==> src/rtl/panel_pwr_pkg.sv <==
package panel_pwr_pkg;

    localparam int IDX_W = 5;
    localparam int MS_W  = 6;

    // timing-controller register addresses
    localparam logic [2:0] A_RES   = 3'd0;
    localparam logic [2:0] A_PHASE = 3'd1;
    localparam logic [2:0] A_PWR0  = 3'd3;
    localparam logic [2:0] A_PWR1  = 3'd4;
    localparam logic [2:0] A_PIC   = 3'd6;
    localparam logic [2:0] A_POL   = 3'd7;

    // power register 0 bits
    localparam logic [7:0] P0_CLK  = 8'h01;
    localparam logic [7:0] P0_DOUT = 8'h02;
    localparam logic [7:0] P0_DAC  = 8'h04;
    localparam logic [7:0] P0_COM  = 8'h08;
    localparam logic [7:0] P0_VCC5 = 8'h10;

    // power register 1 bits
    localparam logic [7:0] P1_VW   = 8'h01;
    localparam logic [7:0] P1_GVSS = 8'h02;
    localparam logic [7:0] P1_VDD  = 8'h04;

    // picture control bits
    localparam logic [7:0] PC_INIT   = 8'h01;
    localparam logic [7:0] PC_INIOFF = 8'h02;
    localparam logic [7:0] PC_PDOWN  = 8'h04;
    localparam logic [7:0] PC_COMOFF = 8'h08;
    localparam logic [7:0] PC_DACOFF = 8'h10;

    localparam logic [7:0] VCOM_DEFAULT = 8'd125;
    localparam logic [3:0] QVGA_PHASE   = 4'd9;

    // step indices with special meaning
    localparam logic [IDX_W-1:0] IDX_PHASE  = 5'd15;
    localparam logic [IDX_W-1:0] IDX_RES    = 5'd18;
    localparam logic [IDX_W-1:0] IDX_UP_END = 5'd19;
    localparam logic [IDX_W-1:0] IDX_DOWN   = 5'd20;

    typedef enum logic [1:0] {K_WRITE, K_WAIT, K_DAC, K_END} step_kind_e;

    typedef struct packed {
        step_kind_e        kind;
        logic [2:0]        addr;
        logic [7:0]        data;
        logic [MS_W-1:0]   ms;
    } step_t;

    typedef enum logic [1:0] {S_IDLE, S_RUN, S_WAITMS, S_DACW} seq_state_e;

    function automatic logic [7:0] phase_byte(input logic vga, input logic valid,
                                              input logic [7:0] v);
        if (!vga)      return {3'b000, QVGA_PHASE, 1'b1};
        else if (valid) return {3'b000, v[3:0], 1'b1};
        else           return 8'h01;
    endfunction

    function automatic step_t mk(input step_kind_e k, input logic [2:0] a,
                                 input logic [7:0] d, input logic [MS_W-1:0] m);
        step_t s;
        s.kind = k; s.addr = a; s.data = d; s.ms = m;
        return s;
    endfunction

endpackage

==> src/rtl/pps_ms_timer.sv <==
module pps_ms_timer
    import panel_pwr_pkg::*;
#(
    parameter int CLK_KHZ = 1000
) (
    input  logic            clk,
    input  logic            rst,
    input  logic            start,
    input  logic [MS_W-1:0] ms_in,
    output logic            done
);
    localparam int PW = (CLK_KHZ > 1) ? $clog2(CLK_KHZ) : 1;
    localparam logic [PW-1:0] RELOAD = PW'(CLK_KHZ - 1);

    logic [PW-1:0]   pre;
    logic [MS_W-1:0] ms_left;
    logic            active;

    always_ff @(posedge clk) begin
        if (rst) begin
            active  <= 1'b0;
            pre     <= '0;
            ms_left <= '0;
        end else if (start) begin
            active  <= 1'b1;
            pre     <= RELOAD;
            ms_left <= ms_in;
        end else if (active) begin
            if (pre == '0) begin
                if (ms_left <= MS_W'(1)) begin
                    active <= 1'b0;
                end else begin
                    ms_left <= ms_left - MS_W'(1);
                    pre     <= RELOAD;
                end
            end else begin
                pre <= pre - PW'(1);
            end
        end
    end

    assign done = active && (pre == '0) && (ms_left <= MS_W'(1));
endmodule

==> src/rtl/pps_step_rom.sv <==
module pps_step_rom
    import panel_pwr_pkg::*;
(
    input  logic [IDX_W-1:0] idx,
    input  logic             vga,
    input  logic [7:0]       phase_b,
    input  logic [7:0]       vcom_b,
    output step_t            step
);
    always_comb begin
        unique case (idx)
            // power-up
            5'd0:  step = mk(K_WRITE, A_PIC,  PC_PDOWN | PC_INIOFF | PC_INIT | PC_COMOFF | PC_DACOFF, '0);
            5'd1:  step = mk(K_WRITE, A_PWR0, P0_CLK | P0_DOUT, '0);
            5'd2:  step = mk(K_WRITE, A_PWR1, 8'h00, '0);
            5'd3:  step = mk(K_WRITE, A_PWR1, P1_VDD, '0);
            5'd4:  step = mk(K_WAIT,  A_RES,  8'h00, MS_W'(3));
            5'd5:  step = mk(K_WRITE, A_PWR0, P0_CLK | P0_DOUT | P0_DAC, '0);
            5'd6:  step = mk(K_WRITE, A_PIC,  PC_INIT | PC_COMOFF, '0);
            5'd7:  step = mk(K_DAC,   A_RES,  vcom_b, '0);
            5'd8:  step = mk(K_WRITE, A_PWR0, P0_CLK | P0_DOUT | P0_DAC | P0_VCC5, '0);
            5'd9:  step = mk(K_WRITE, A_PWR1, P1_GVSS | P1_VDD, '0);
            5'd10: step = mk(K_WAIT,  A_RES,  8'h00, MS_W'(2));
            5'd11: step = mk(K_WRITE, A_PIC,  PC_INIT, '0);
            5'd12: step = mk(K_WRITE, A_PWR0, P0_CLK | P0_DOUT | P0_DAC | P0_COM | P0_VCC5, '0);
            5'd13: step = mk(K_WRITE, A_PWR1, P1_VW | P1_GVSS | P1_VDD, '0);
            5'd14: step = mk(K_WRITE, A_PIC,  8'h00, '0);
            5'd15: step = mk(K_WRITE, A_PHASE, phase_b, '0);
            5'd16: step = mk(K_WRITE, A_POL,  8'h00, '0);
            5'd17: step = mk(K_WAIT,  A_RES,  8'h00, MS_W'(1));
            5'd18: step = mk(K_WRITE, A_RES,  vga ? 8'h00 : 8'h01, '0);
            // power-down
            5'd20: step = mk(K_WAIT,  A_RES,  8'h00, MS_W'(34));
            5'd21: step = mk(K_WRITE, A_PWR1, P1_GVSS | P1_VDD, '0);
            5'd22: step = mk(K_WRITE, A_PIC,  PC_COMOFF, '0);
            5'd23: step = mk(K_WRITE, A_PWR0, P0_DAC | P0_VCC5, '0);
            5'd24: step = mk(K_DAC,   A_RES,  8'h00, '0);
            5'd25: step = mk(K_WRITE, A_PWR1, P1_VDD, '0);
            5'd26: step = mk(K_WRITE, A_PWR0, P0_DAC, '0);
            5'd27: step = mk(K_WRITE, A_PIC,  PC_INIOFF | PC_DACOFF | PC_PDOWN | PC_COMOFF, '0);
            5'd28: step = mk(K_WRITE, A_PWR0, 8'h00, '0);
            5'd29: step = mk(K_WRITE, A_PWR1, 8'h00, '0);
            default: step = mk(K_END, A_RES, 8'h00, '0);
        endcase
    end
endmodule

==> src/rtl/panel_pwr_seq.sv <==
module panel_pwr_seq
    import panel_pwr_pkg::*;
#(
    parameter int CLK_KHZ = 1000
) (
    input  logic       clk,
    input  logic       rst,
    input  logic       pwr_up_req,
    input  logic       pwr_dn_req,
    input  logic       mode_vga,
    input  logic [7:0] vcom_val,
    input  logic       vcom_valid,
    input  logic [7:0] phase_val,
    input  logic       phase_valid,
    input  logic       dac_done,
    output logic       wr_en,
    output logic [2:0] wr_addr,
    output logic [7:0] wr_data,
    output logic       dac_start,
    output logic [7:0] dac_data,
    output logic       busy,
    output logic       panel_up
);
    seq_state_e       st;
    logic [IDX_W-1:0] idx;
    logic             short_q;
    logic             vga_q;
    logic [7:0]       phase_q;
    logic [7:0]       vcom_q;
    step_t            cur;
    logic             tmr_start;
    logic             tmr_done;

    pps_step_rom u_rom (
        .idx     (idx),
        .vga     (vga_q),
        .phase_b (phase_q),
        .vcom_b  (vcom_q),
        .step    (cur)
    );

    assign tmr_start = (st == S_RUN) && (cur.kind == K_WAIT);

    pps_ms_timer #(.CLK_KHZ(CLK_KHZ)) u_tmr (
        .clk   (clk),
        .rst   (rst),
        .start (tmr_start),
        .ms_in (cur.ms),
        .done  (tmr_done)
    );

    always_ff @(posedge clk) begin
        if (rst) begin
            st        <= S_IDLE;
            idx       <= '0;
            short_q   <= 1'b0;
            vga_q     <= 1'b0;
            phase_q   <= '0;
            vcom_q    <= '0;
            wr_en     <= 1'b0;
            wr_addr   <= '0;
            wr_data   <= '0;
            dac_start <= 1'b0;
            dac_data  <= '0;
            panel_up  <= 1'b0;
        end else begin
            wr_en     <= 1'b0;
            dac_start <= 1'b0;
            unique case (st)
                S_IDLE: begin
                    if (pwr_dn_req) begin
                        st      <= S_RUN;
                        idx     <= IDX_DOWN;
                        short_q <= 1'b0;
                    end else if (pwr_up_req) begin
                        st      <= S_RUN;
                        idx     <= panel_up ? IDX_PHASE : '0;
                        short_q <= panel_up;
                        vga_q   <= mode_vga;
                        phase_q <= phase_byte(mode_vga, phase_valid, phase_val);
                        vcom_q  <= vcom_valid ? vcom_val : VCOM_DEFAULT;
                    end
                end
                S_RUN: begin
                    unique case (cur.kind)
                        K_WRITE: begin
                            wr_en   <= 1'b1;
                            wr_addr <= cur.addr;
                            wr_data <= cur.data;
                            idx     <= (short_q && idx == IDX_PHASE) ? IDX_RES
                                                                     : idx + IDX_W'(1);
                        end
                        K_WAIT: st <= S_WAITMS;
                        K_DAC: begin
                            dac_start <= 1'b1;
                            dac_data  <= cur.data;
                            st        <= S_DACW;
                        end
                        K_END: begin
                            st       <= S_IDLE;
                            panel_up <= (idx == IDX_UP_END);
                        end
                    endcase
                end
                S_WAITMS: begin
                    if (tmr_done) begin
                        st  <= S_RUN;
                        idx <= idx + IDX_W'(1);
                    end
                end
                S_DACW: begin
                    if (dac_done) begin
                        st  <= S_RUN;
                        idx <= idx + IDX_W'(1);
                    end
                end
            endcase
        end
    end

    assign busy = (st != S_IDLE);
endmodule

==> config.mk <==
export PLATFORM = sky130hd
export DESIGN_NAME = panel_pwr_seq
export DESIGN_NICKNAME = d
export VERILOG_FILES = /design/src/rtl/panel_pwr_pkg.sv /design/src/rtl/pps_ms_timer.sv /design/src/rtl/pps_step_rom.sv /design/src/rtl/panel_pwr_seq.sv
export SDC_FILE = /design/constraint.sdc
export NUM_CORES = 1
export LEC_CHECK = 0
export CORE_MARGIN = 2
export CORE_UTILIZATION = 55
export CTS_CLUSTER_SIZE = 24
export DETAILED_ROUTE_END_ITERATION = 7
export GPL_TIMING_DRIVEN = 0
export PLACE_DENSITY = 0.8
export SETUP_SLACK_MARGIN = 0.05
export SKIP_LAST_GASP = 1
export SLEW_MARGIN = 40
export SYNTH_ARGS = -nofsm -noshare
export SYNTH_HDL_FRONTEND = slang
export SYNTH_SLANG_ARGS = --single-unit
==> constraint.sdc <==
create_clock -name clk -period 3.2 [get_ports clk]
set_input_delay 0.8 -clock clk [delete_from_list [all_inputs] [get_ports clk]]
set_output_delay 0.8 -clock clk [all_outputs]
set_load 0.01 [all_outputs]
==> impl_metrics.ini <==
[routing]
drt_wl_total_mm = 9.283
post_drt_via_cell_ratio = 6.075
drt_pass1_iterations = 5
wl_per_cell_um = 17.06
ant_nets = 0
initialDrtViolationCount = 304
route.vias.total = 3305
drcViolationCount = 0

[clock_tree]
cts_tree = done
clock_path_buffers = 2
clockRootBuffer = clkbuf_8
clk_latency_ns = 0.34
clk_pin_slew_ns = 0.07
clock_sinks = 61
numCtsBuffers = 9
h-tree-depth = 3

[global_routing]
grt_max_degree = 12
grt_pass1_vias = 3147
grt_pass1_wl_mm = 14.92
track_usage = 0.2988
grt_overflow = 0
antenna_found_initial = 0

[logic_synthesis]
ys_ff_latch = 61
synth_area_leader_cell = dfxtp_1
ys.flop_type = dfxtp_1
synth_cell_types = 63
synth_edf_count = 0
syn_nets = 445
postSynthAreaPerCell_um2 = 7.946
syn_inst = 413
synthTopCellsByCount = 61 x dfxtp_1, 46 x nor2_1, 37 x nand2_1
ys_seq_area_frac = 0.3721
yosysMostFrequentCell = dfxtp_1
synth_area_leaders = dfxtp_1 37%, a21oi_1 5.3%, nor2_1 5.3%
synth_top_area_share = 0.3721
async_flop_share = 0
synthesis.area_mm2 = 0.003282
yosysWarningCount = 0

[sta]
post-route-min-period_ns = 2.912
rsz0062_at_grt = no
finalHoldViolCount = 0
min_period_over_period = 0.9101
tightest_slew_ns = 0.6415
tns_ns = 0
relSlewSlack = 0.5723
finalClockSkew_ns = 0.008900
max_freq_mhz = 343.4
maxSlewViolCount = 0
setup_viol = 0
worst_slack_ns = 0.2878

[critical_path]
crit_buf_inv = 1
path_delay_family = simple AND/OR/NAND/NOR gates
crit_required_ns = 3.43
path_cells = inv_1, ha_1, or4b_4, or4_4, o41a_4, a21oi_4, nand2_2, o31ai_1
endpoint_kind = register
cpMaxStageDelayCell = or4_4
path_class = reg2reg
critPathArrivalTime_ns = 3.14
worstSetupStartpointType = register
cp_max_fo = 6
critPathMaxStageDelay_ns = 0.58

[min_path]
min_path_type = reg2reg

[power_and_ir_drop]
power_frac_clock = 0.222
swShare = 0.4178
p_comb_frac = 0.481
power.density_mw_per_mm2 = 847.6
intPower_w = 0.001981
ir_drop_mv = 0.5078
power.switching_w = 0.001422
seq_power_share = 0.296
p_leak_nw = 1.449

[layout]
drive_above_1_share = 0.07889
final_nets = 496
n_antenna_cell = 0
area_delta_synth_final_pct = 22.34

[place]
io_buffers = 41
hpwl_mm = 6.644
dp_slack_ns = -0.4935
gp_congestion = 0.9223

[floorplanning]
chipHeight_um = 81.25
initial_core_util = 0.5609
die_w_um = 81.25
die_area_mm2 = 0.006601
row_count = 28
core_area_mm2 = 0.005851
io_pins = 47

[outcome]
status = finished clean

[run]
max_cap_violations = 0
-- timing repair --
item,in CTS,in global routing
resized for setup,4,8
setup buffers,0,0
setup endpoints to repair,13,11
hold buffers,0,0
-- metrics by stage --
step	util	total power (W)	area [um2]	hold WS [ns]	std cells
2_1_floorplan	-	0.002136	3282	0.4317	413
3_3_place_gp	0.6471	0.002561	3786	0.4418	529
3_5_place_dp	0.6471	0.002592	3786	0.4421	529
4_1_cts	0.6846	0.003375	4005	0.4567	544
5_1_grt	0.6863	0.003626	4015	0.4741	544
6_report	0.6863	0.003403	4015	0.4569	544
-- worst paths after layout --
kind | startpoint | slack [ns] | endpoint | cells after the start
worst max-delay path | u_tmr.pre[0] | 0.29 | idx[2] | 8
worst min register to register | vcom_q[7] | 0.46 | vcom_q[7] | 2
worst max register to register | u_tmr.pre[0] | 0.29 | idx[2] | 8
worst min-delay path | vcom_q[7] | 0.46 | vcom_q[7] | 2
-- power by group through the flow --
stage / logic, W / registers, W / clock network (W)
global placement: 0.00155 / 0.00101 / 0
CTS: 0.00160 / 0.00100 / 0.000767
global route: 0.00180 / 0.00103 / 0.000797
finish: 0.00164 / 0.00101 / 0.000757
detailed placement: 0.00157 / 0.00102 / 0
floorplan: 0.00112 / 0.00101 / 0
-- area by class of cell --
cell class,instances,area [um2]
Buffer,30,122.6
Clock buffer,10,127.6
Clock inverter,6,87.58
Fill cell,492,1836
Inverter,15,56.30
Multi-Input combinational cell,306,1896
Sequential cell,61,1221
Tap cell,75,93.84
Timing Repair Buffer,41,410.4
-- tightest hold or removal path: cells and delay by family, from the launching register on --
family           cells  cell delay, ns
AND/OR/NAND/NOR      1            0.05
AO/OA/AOI/OAI        1            0.05
flip-flops           1            0.31
-- registers in the layout, summed over array words and instances (netlist names), 2 cells and up --
signal	cells
u_tmr.pre	10
u_tmr.ms_left	6
phase_q	5
wr_data	8
dac_data	8
wr_addr	3
vcom_q	8
st	2
idx	5
-- layout by cell type (no fill, tap or decap), drive strengths merged, types with 5 or more instances in the layout --
master	count
a21oi	36
a211oi	13
nor2	46
a31oi	6
nor3b	6
o21ai	11
inv	15
xor2	6
nor3	22
ha	8
xnor2	5
dfxtp	61
or3	6
nand2b	7
nor2b	6
clkbuf	38
clkdlybuf4s50	41
and2	5
o31ai	5
nand3	14
a311oi	7
nand2	38
-- cells by family after synthesis --
family	synth area share
AO/OA/AOI/OAI	0.2368
XOR/XNOR	0.02935
adder cells (fa/ha/maj)	0.03050
buffers and inverters	0.05299
flip-flops	0.3721
multiplexers	0.01563
AND/OR/NAND/NOR	0.2627
-- metal layers --
layer	vias up	part of all wire	global-route usage
li1	1595	-	-
met1	1542	0.44	0.3768
met2	142	0.46	0.4736
met3	26	0.066	0.06444
met4	0	0.035	0.1661
met5	-	0	0
No activity file was read; power rests on OpenSTA's default activity.
